File: src/rtl/clkset_pkg.sv
package clkset_pkg;

  typedef enum logic [1:0] {
    MD_RUN   = 2'd0,
    MD_ALARM = 2'd1,
    MD_TIME  = 2'd2
  } mode_e;

  typedef struct packed {
    logic time_hr;
    logic time_min;
    logic alarm_hr;
    logic alarm_min;
  } strobe_t;

  function automatic mode_e mode_after(mode_e m);
    case (m)
      MD_RUN:   return MD_ALARM;
      MD_ALARM: return MD_TIME;
      default:  return MD_RUN;
    endcase
  endfunction

  function automatic strobe_t route(mode_e m, logic fld_min, logic fire);
    strobe_t s;
    s = '0;
    if (fire) begin
      case (m)
        MD_ALARM: begin
          s.alarm_min = fld_min;
          s.alarm_hr  = ~fld_min;
        end
        MD_TIME: begin
          s.time_min = fld_min;
          s.time_hr  = ~fld_min;
        end
        default: s = '0;
      endcase
    end
    return s;
  endfunction

endpackage

File: src/rtl/key_edge.sv
module key_edge #(
  parameter int N = 3
) (
  input  logic         clk,
  input  logic         rst_n,
  input  logic [N-1:0] keys,
  output logic [N-1:0] rise
);
  for (genvar i = 0; i < N; i++) begin : g_key
    logic prev_q;
    always_ff @(posedge clk or negedge rst_n) begin
      if (!rst_n) prev_q <= 1'b0;
      else        prev_q <= keys[i];
    end
    assign rise[i] = keys[i] & ~prev_q;
  end
endmodule

File: src/rtl/mode_field.sv
module mode_field
  import clkset_pkg::*;
(
  input  logic  clk,
  input  logic  rst_n,
  input  logic  mode_rise,
  input  logic  sel_rise,
  output mode_e mode_q,
  output logic  fld_min_q,
  output logic  led_hour,
  output logic  led_min
);
  logic setting;

  always_ff @(posedge clk or negedge rst_n) begin
    if (!rst_n) begin
      mode_q    <= MD_RUN;
      fld_min_q <= 1'b0;
    end else begin
      if (mode_rise) mode_q <= mode_after(mode_q);
      if (sel_rise)  fld_min_q <= ~fld_min_q;
    end
  end

  assign setting  = (mode_q != MD_RUN);
  assign led_hour = setting & ~fld_min_q;
  assign led_min  = setting & fld_min_q;

  AST_MODE_LEGAL: assert property (@(posedge clk) disable iff (!rst_n)
    mode_q != 2'd3);
  AST_MODE_HOLD: assert property (@(posedge clk) disable iff (!rst_n)
    !mode_rise |=> $stable(mode_q));
  AST_SEL_TOGGLE: assert property (@(posedge clk) disable iff (!rst_n)
    sel_rise |=> (fld_min_q != $past(fld_min_q)));
  AST_LED_ONE: assert property (@(posedge clk) disable iff (!rst_n)
    (mode_q != MD_RUN) |-> $onehot({led_hour, led_min}));
endmodule

File: src/rtl/repeat_gen.sv
module repeat_gen #(
  parameter int REPEAT_TICKS = 3
) (
  input  logic clk,
  input  logic rst_n,
  input  logic tick,
  input  logic chg_key,
  input  logic chg_rise,
  output logic fire
);
  localparam int CNT_W = $clog2(REPEAT_TICKS + 1);
  localparam logic [CNT_W-1:0] REP_C = CNT_W'(REPEAT_TICKS);

  logic [CNT_W-1:0] hold_cnt;
  logic             hold_full;
  logic             repeat_hit;

  always_ff @(posedge clk or negedge rst_n) begin
    if (!rst_n)                         hold_cnt <= '0;
    else if (!chg_key)                  hold_cnt <= '0;
    else if (tick && hold_cnt != REP_C) hold_cnt <= hold_cnt + 1'b1;
  end

  assign hold_full  = (hold_cnt == REP_C);
  assign repeat_hit = chg_key & tick & hold_full;
  assign fire       = chg_rise | repeat_hit;

  AST_REPEAT_ON_TICK: assert property (@(posedge clk) disable iff (!rst_n)
    (fire && !chg_rise) |-> tick);
  AST_RELEASE_CLEARS: assert property (@(posedge clk) disable iff (!rst_n)
    !chg_key |=> (hold_cnt == '0));
  AST_PRESS_FROM_ZERO: assert property (@(posedge clk) disable iff (!rst_n)
    chg_rise |-> !hold_full);
endmodule

File: src/rtl/setkey_ctrl.sv
module setkey_ctrl
  import clkset_pkg::*;
#(
  parameter int REPEAT_TICKS = 3
) (
  input  logic       clk,
  input  logic       rst_n,
  input  logic       tick,
  input  logic       mode_key,
  input  logic       sel_key,
  input  logic       chg_key,
  output logic [1:0] mode,
  output logic       led_hour,
  output logic       led_min,
  output logic       time_hr_inc,
  output logic       time_min_inc,
  output logic       alarm_hr_inc,
  output logic       alarm_min_inc,
  output logic       sec_clear
);
  logic [2:0] key_rise;
  logic       mode_rise, sel_rise, chg_rise;
  mode_e      mode_q;
  logic       fld_min_q;
  logic       fire;
  strobe_t    strobe_q;
  logic       sec_clear_q;

  key_edge #(.N(3)) u_edge (
    .clk  (clk),
    .rst_n(rst_n),
    .keys ({chg_key, sel_key, mode_key}),
    .rise (key_rise)
  );
  assign mode_rise = key_rise[0];
  assign sel_rise  = key_rise[1];
  assign chg_rise  = key_rise[2];

  mode_field u_mode (
    .clk      (clk),
    .rst_n    (rst_n),
    .mode_rise(mode_rise),
    .sel_rise (sel_rise),
    .mode_q   (mode_q),
    .fld_min_q(fld_min_q),
    .led_hour (led_hour),
    .led_min  (led_min)
  );

  repeat_gen #(.REPEAT_TICKS(REPEAT_TICKS)) u_rep (
    .clk     (clk),
    .rst_n   (rst_n),
    .tick    (tick),
    .chg_key (chg_key),
    .chg_rise(chg_rise),
    .fire    (fire)
  );

  always_ff @(posedge clk or negedge rst_n) begin
    if (!rst_n) begin
      strobe_q    <= '0;
      sec_clear_q <= 1'b0;
    end else begin
      strobe_q    <= route(mode_q, fld_min_q, fire);
      sec_clear_q <= (mode_q == MD_RUN) & sel_key;
    end
  end

  assign mode          = mode_q;
  assign time_hr_inc   = strobe_q.time_hr;
  assign time_min_inc  = strobe_q.time_min;
  assign alarm_hr_inc  = strobe_q.alarm_hr;
  assign alarm_min_inc = strobe_q.alarm_min;
  assign sec_clear     = sec_clear_q;

  AST_ONE_STROBE: assert property (@(posedge clk) disable iff (!rst_n)
    $onehot0(strobe_q));
  AST_RUN_QUIET: assert property (@(posedge clk) disable iff (!rst_n)
    (mode_q == MD_RUN) |=> (strobe_q == '0));
  AST_SECCLR_RUN_ONLY: assert property (@(posedge clk) disable iff (!rst_n)
    (mode_q != MD_RUN) |=> !sec_clear);
  AST_SINGLE_PULSE: assert property (@(posedge clk) disable iff (!rst_n)
    (chg_rise && mode_q != MD_RUN && !tick) |=> ($countones(strobe_q) == 1));
endmodule

File: config.mk
export PLATFORM = sky130hd
export DESIGN_NAME = setkey_ctrl
export DESIGN_NICKNAME = d
export VERILOG_FILES = /design/src/rtl/clkset_pkg.sv /design/src/rtl/key_edge.sv /design/src/rtl/mode_field.sv /design/src/rtl/repeat_gen.sv /design/src/rtl/setkey_ctrl.sv
export SDC_FILE = /design/constraint.sdc
export NUM_CORES = 1
export LEC_CHECK = 0
export ABC_AREA = 1
export CAP_MARGIN = 40
export CORE_UTILIZATION = 40
export DETAILED_ROUTE_END_ITERATION = 10
export PLACE_DENSITY_LB_ADDON = 0.1
export SLEW_MARGIN = 20
export SYNTH_ARGS = -nofsm -noshare
export SYNTH_HDL_FRONTEND = slang
export SYNTH_HIERARCHICAL = 1
export SYNTH_SLANG_ARGS = --single-unit
File: constraint.sdc
create_clock -name clk -period 1.2 [get_ports clk]
set_input_delay 0.3 -clock clk [delete_from_list [all_inputs] [get_ports clk]]
set_output_delay 0.3 -clock clk [all_outputs]
set_load 0.05 [all_outputs]
==> results of run 1 <==
-- worst max-delay path, delay by kind of cell, from the launching register on --
kind	cells	cell delay (ps)
buffers and inverters	1	140
flip-flops	1	430
AND/OR/NAND/NOR	2	240
-- per-layer routing --
layer	track usage [%]	vias up	routed length, um
met2	30.1	14	512
met3	3.49	0	42
met1	19.5	204	449
met5	0	-	0
li1	-	225	-
met4	7.76	0	0
-- cells in the mapped netlist --
library cell,count,share of area (%)
nand4_1,2,2.4
nor2_2,4,4.7
dfrtp_1,13,61
nand2_1,14,9.9
xor2_1,1,1.7
inv_1,10,7.1
inv_2,1,0.71
nor2_1,7,5.0
ha_1,1,2.4
o21bai_2,1,2.1
nand3_1,3,2.8
-- sequential cells by signal (all words and copies together) (netlist names) --
signal / cells
time_min_inc: 1
alarm_min_inc: 1
u_edge/g_key.prev_q: 3
u_mode/mode_q: 2
u_mode/fld_min_q: 1
time_hr_inc: 1
alarm_hr_inc: 1
sec_clear: 1
u_rep/hold_cnt: 2
-- how the worst max path moves through the flow --
stage,from,end,depth (start not counted)
floorplan,u_mode/mode_q[0]$_DFFE_PN0P_,led_hour,2
global placement,chg_key,alarm_min_inc$_DFF_PN0_,6
detailed placement,chg_key,alarm_min_inc$_DFF_PN0_,6
CTS,u_mode/mode_q[1]$_DFFE_PN0P_,led_min,3
global route,u_mode/mode_q[1]$_DFFE_PN0P_,led_min,3
finish,u_mode/mode_q[1]$_DFFE_PN0P_,led_min,3
-- what timing repair did --
item	4_1_cts	5_1_grt
pin swaps	1	0
gates resized for setup	3	0
buffers inserted	1	0
hold endpoints to repair	0	0
setup endpoints to repair	4	4
-- per-stage QoR --
stage | setup slack [ps] | setup TNS [ps] | instances | cell area, um^2
floorplan | -44.5 | -88.9 | 57 | 548
detailed placement | -137 | -599 | 93 | 843
CTS | -192 | -565 | 98 | 890
global route | -219 | -673 | 98 | 890
global placement | -117 | -407 | 93 | 843
finish | -179 | -532 | 98 | 890
-- power breakdown --
| part | internal [mW] | total, mW | switching, mW |
|---|---|---|---|
| sequential | 0.511 | 0.586 | 0.0745 |
| clock | 0.129 | 0.261 | 0.133 |
| combinational | 0.429 | 0.941 | 0.513 |
| total | 1.07 | 1.79 | 0.720 |
-- cells by family after synthesis --
group | Yosys count
AOI/OAI and AO/OA | 1
xor gates and xnor gates | 1
adders and majority gates | 1
buffers and inverters | 11
DFF | 13
and+or+nand+nor | 30
-- final cells by class --
class	count	area [um^2]	area share (%)
multi-input combinational	33	184	20.7
clock buffer	4	26.3	2.95
timing repair buffer	23	293	32.9
inverter	11	41.3	4.64
tap	14	17.5	1.97
sequential	13	328	36.8
==> flow_summary.yaml, run 1 <==
run_status:
  status: "finished, violations left"
  violations: "negative setup slack"
worst_setup_path:
  cpMostUsedCell: "nor2_4"
  cp_slowest_cell: "dfrtp_2"
  max_stage_delay_ps: 430
  reg2reg_depth: 5
  cp.arrival_ps: 1080
  regToRegSetupSlack_ps: 190
  crit_type: "flop to output pin"
  cp_max_fo: 3
  reg2reg_to: "alarm_hr_inc$_DFF_PN0_"
  cp_cell_sequence: "nor2_4 -> nor2_4 -> buf_12"
  timing.rr.start: "u_rep/hold_cnt[0]$_DFFE_PN0P_"
  cp.required_ps: 900
  worstSetupStartpointType: "flop"
  crit_path_end_kind: "output pin"
sta:
  layout_setup_ws_ps: -179
  whs_ps: 325
  period_minus_slack_ps: 1380
  setup_viol: 4
  grt_setup_unrepaired: "yes"
  drv_slew: 0
  slew_headroom_pct: 88.2
  fmax_mhz: 725
  tightest_slew_ps: 177
  final-hold-violation-count: 0
  post-route-period-util_pct: 115
  clock_skew_ps: 2.43
clock_network:
  clock_path_buffers: 2
  clkTransAtPathRegs_ps: 80
  cts_tree: "yes"
  hold_buffers: 0
  htree_levels: 1
  root_buffer: "clkbuf_4"
  clock-sinks: 13
  numCtsBuffers: 3
  clk_latency_ps: 270
drt:
  wirelength_um: 1000
  vias_per_cell: 4.52
  drt-initial-drc-count: 6
  post-route-drc-count: 0
  drtAntennaViolNets: 0
  drtPass1Iterations: 3
  vias: 443
  wire_per_inst_um: 10.2
synth:
  ys_warn_count: 6
  synth_top_family_by_area: "simple AND/OR/NAND/NOR gates"
  syn_area_um2: 531
  synth_fa_ha_area_share_pct: 2.36
  synth_compound_area_share_pct: 2.12
  synth-simple-area-share_pct: 24.8
  avgSynthCellArea_um2: 9.31
  synth_xor_area_share_pct: 1.65
  synth.area.mux_share_pct: 0
  yosysSeqAreaShare_pct: 61.3
  synthCells: 57
  syn-num-nets: 64
  synth.distinct_cells: 11
  ys_ff_latch: 13
power:
  cellPowerDensity_nw_per_um2: 2010
  p_total_mw: 1.79
  irDropWorstVdd_v: 0.00154
  leakage_nw: 0.450
die:
  die_height_um: 38.4
  num_rows: 12
  die-area_um2: 1480
  die_width_um: 38.4
  initial_core_util_pct: 45.3
  ios: 15
  core_area_um2: 1170
place:
  place.gp.congestion: 0.729
  post-dp-hpwl_um: 798
  io_buffer_count: 14
finish:
  layout_common_cells: "14 x nand2_1, 11 x dfrtp_1, 10 x inv_1"
  fillers: 73
  area.growth.synth_to_final_pct: 67.7
  fin_util_pct: 76.0
  drive_above_1_share_pct: 36.9
  layout_commonest_cell: "nand2_1"
  diodes: 0
  fin_nets: 92
global_routing:
  antenna_found_initial: 0
  grt_pass1_vias: 423
  gr-total-overflow: 0
  grt_usage_pct: 17.0
  grt_start_max_net_pins: 14
  grt_pass1_wl_um: 1660
run:
  max-cap-violations: 0
worst_hold_path:
  hp-class: "input port to async pin"
Power figures use the tool's default switching activity.
==> run 2: changes to the inputs <==
--- a/config.mk
+++ b/config.mk
@@ -8,8 +8,9 @@
 export ABC_AREA = 1
 export CAP_MARGIN = 40
 export CORE_UTILIZATION = 40
+export CTS_CLUSTER_SIZE = 24
 export DETAILED_ROUTE_END_ITERATION = 10
-export PLACE_DENSITY_LB_ADDON = 0.1
+export PLACE_DENSITY = 0.69
 export SLEW_MARGIN = 20
 export SYNTH_ARGS = -nofsm -noshare
 export SYNTH_HDL_FRONTEND = slang
==> run 2 against run 1 <==
Highest routed layer is now met4. Die area did not move. First-iteration DRC count shrank 33%. Critical path depth stayed put. Flip-flop and latch count unchanged. Non-clock buffer count grew 1. Largest cell class unchanged. The run still ends with negative setup slack left. Worst hold slack improved by 3.2 ps. Clock-buffer cell count stayed put. Combinational power is 3.8% higher.
==> flow_summary.yaml, run 2 (same netlist as run 1, synthesis figures left out) <==
place:
  place.gp.congestion: 0.762
  post-dp-hpwl_um: 795
  io_buffer_count: 14
  place_area_um2: 836
global_routing:
  grt_pass1_vias: 403
  gr-total-overflow: 0
  grt_usage_pct: 17.3
  antenna_found_initial: 0
  grt_pass1_wl_um: 1680
  grt_start_max_net_pins: 14
power:
  leakage_nw: 0.456
  p_sw_share_pct: 39.9
  pwr-share-seq_pct: 32.1
  cellPowerDensity_nw_per_um2: 2030
  irDropWorstVdd_v: 0.00103
  power_switching_mw: 0.730
  p_int_mw: 1.10
  p_total_mw: 1.83
  comb_power_share_pct: 53.4
  clkPwrFrac_pct: 14.5
worst_setup_path:
  crit_path_end_kind: "output pin"
  worstSetupStartpointType: "flop"
  cp.required_ps: 900
  cp.arrival_ps: 1080
  cp_max_fo: 3
  crit_type: "flop to output pin"
sta:
  tightest_slew_ps: 168
  clock_skew_ps: 2.70
  setup_viol: 4
  grt_setup_unrepaired: "yes"
  post-route-period-util_pct: 115
  drv_slew: 0
  fmax_mhz: 724
  final-hold-violation-count: 0
  period_minus_slack_ps: 1380
  layout_setup_ws_ps: -181
  slew_headroom_pct: 88.8
worst_hold_path:
  hp-class: "input port to async pin"
drt:
  wirelength_um: 1110
  wire_per_inst_um: 11.2
  drt-initial-drc-count: 4
  post-route-drc-count: 0
  vias: 450
  drtPass1Iterations: 4
  vias_per_cell: 4.55
  drtAntennaViolNets: 0
finish:
  multi_input_area_um2: 184
  drive_above_1_share_pct: 37.6
  area.growth.synth_to_final_pct: 69.8
  layout_commonest_cell: "nand2_1"
  diodes: 0
  regMostFlops: "u_edge/g_key.prev_q"
  fillers: 82
  fin_nets: 93
  top_regs: "u_edge/g_key.prev_q: 3 flops, u_mode/mode_q: 2 flops, u_rep/hold_cnt: 2 flops"
  fin_area_um2: 901
  layout_common_cells: "14 x nand2_1, 11 x dfrtp_1, 10 x inv_1"
  seqCellArea_um2: 328
  largest_reg_flops: 3
die:
  die_width_um: 38.4
  initial_core_util_pct: 45.3
  die_height_um: 38.4
  ios: 15
  core_area_um2: 1170
  die-area_um2: 1480
  num_rows: 12
clock_network:
  clock-sinks: 13
  clk_latency_ps: 270
  hold_buffers: 0
  cts_tree: "yes"
  numCtsBuffers: 3
  htree_levels: 1
  clkTransAtPathRegs_ps: 80
  root_buffer: "clkbuf_4"
  clock_path_buffers: 2
run_status:
  violations: "negative setup slack"
  status: "finished, violations left"
run:
  max-cap-violations: 0
## run 2: changes by cell type in the layout (fill, tap and decap cells not counted)
cell / delta
buf_6: +1
## run 2: through the flow
step                      std cells  setup WS, ps  TNS (ps)  util [%]  hold WS, ps
after floorplan                  57         -44.5     -88.9         -         4.41
after global placement           92         -74.4      -297      71.4          497
after detailed placement         92         -92.2      -439      71.4          503
after CTS                        97          -186      -552      75.3          330
after global routing             99          -222      -629      76.9          345
final                            99          -181      -485      76.9          328
## run 2: per-layer routing
layer	GRT usage [%]	part of all wire, %
met4	7.76	0.90
met2	30.9	53
met3	1.74	3.6
met5	0	0
met1	20.7	42
## run 2: final cells by class
type	instances	share of cell area, %
inverters	11	4.58
flip-flops and latches	13	36.4
clock buffers	4	2.92
well taps	14	1.94
repair buffers	24	33.8
multi-input cells	33	20.4
## run 2: worst max-delay path: stages, from the launching register on
cell and delay (ps):
dfrtp_2 430, nor2_4 180, nor2_4 60, buf_12 140
## run 2: worst paths after layout
path,startpoint,endpoint,slack [ps],cells after the start
worst max-delay path,u_mode/mode_q[0]$_DFFE_PN0P_,led_min,-180,3
worst min-delay path,rst_n,alarm_min_inc$_DFF_PN0_,330,2
worst max register to register,u_mode/mode_q[0]$_DFFE_PN0P_,time_hr_inc$_DFF_PN0_,70,6
worst min register to register,u_rep/hold_cnt[1]$_DFFE_PN0P_,u_rep/hold_cnt[1]$_DFFE_PN0P_,520,2
max in group asynchronous,rst_n,u_mode/mode_q[1]$_DFFE_PN0P_,700,2
min in group clk,mode_key,u_edge/g_key[0].prev_q$_DFF_PN0_,500,1
## run 2: power by group through the flow
stage,Combinational [mW],Sequential [mW],Clock [mW]
4_1_cts,0.931,0.585,0.274
2_1_floorplan,0.305,0.739,0
5_1_grt,1.02,0.595,0.300
3_5_place_dp,0.886,0.583,0
3_3_place_gp,0.874,0.579,0
6_report,0.977,0.588,0.265
## run 2: repair_timing
item	4_1_cts	5_1_grt
endpoints found under the setup margin	4	4
buffers inserted	1	2
resized for setup	3	1
pin swaps	1	1
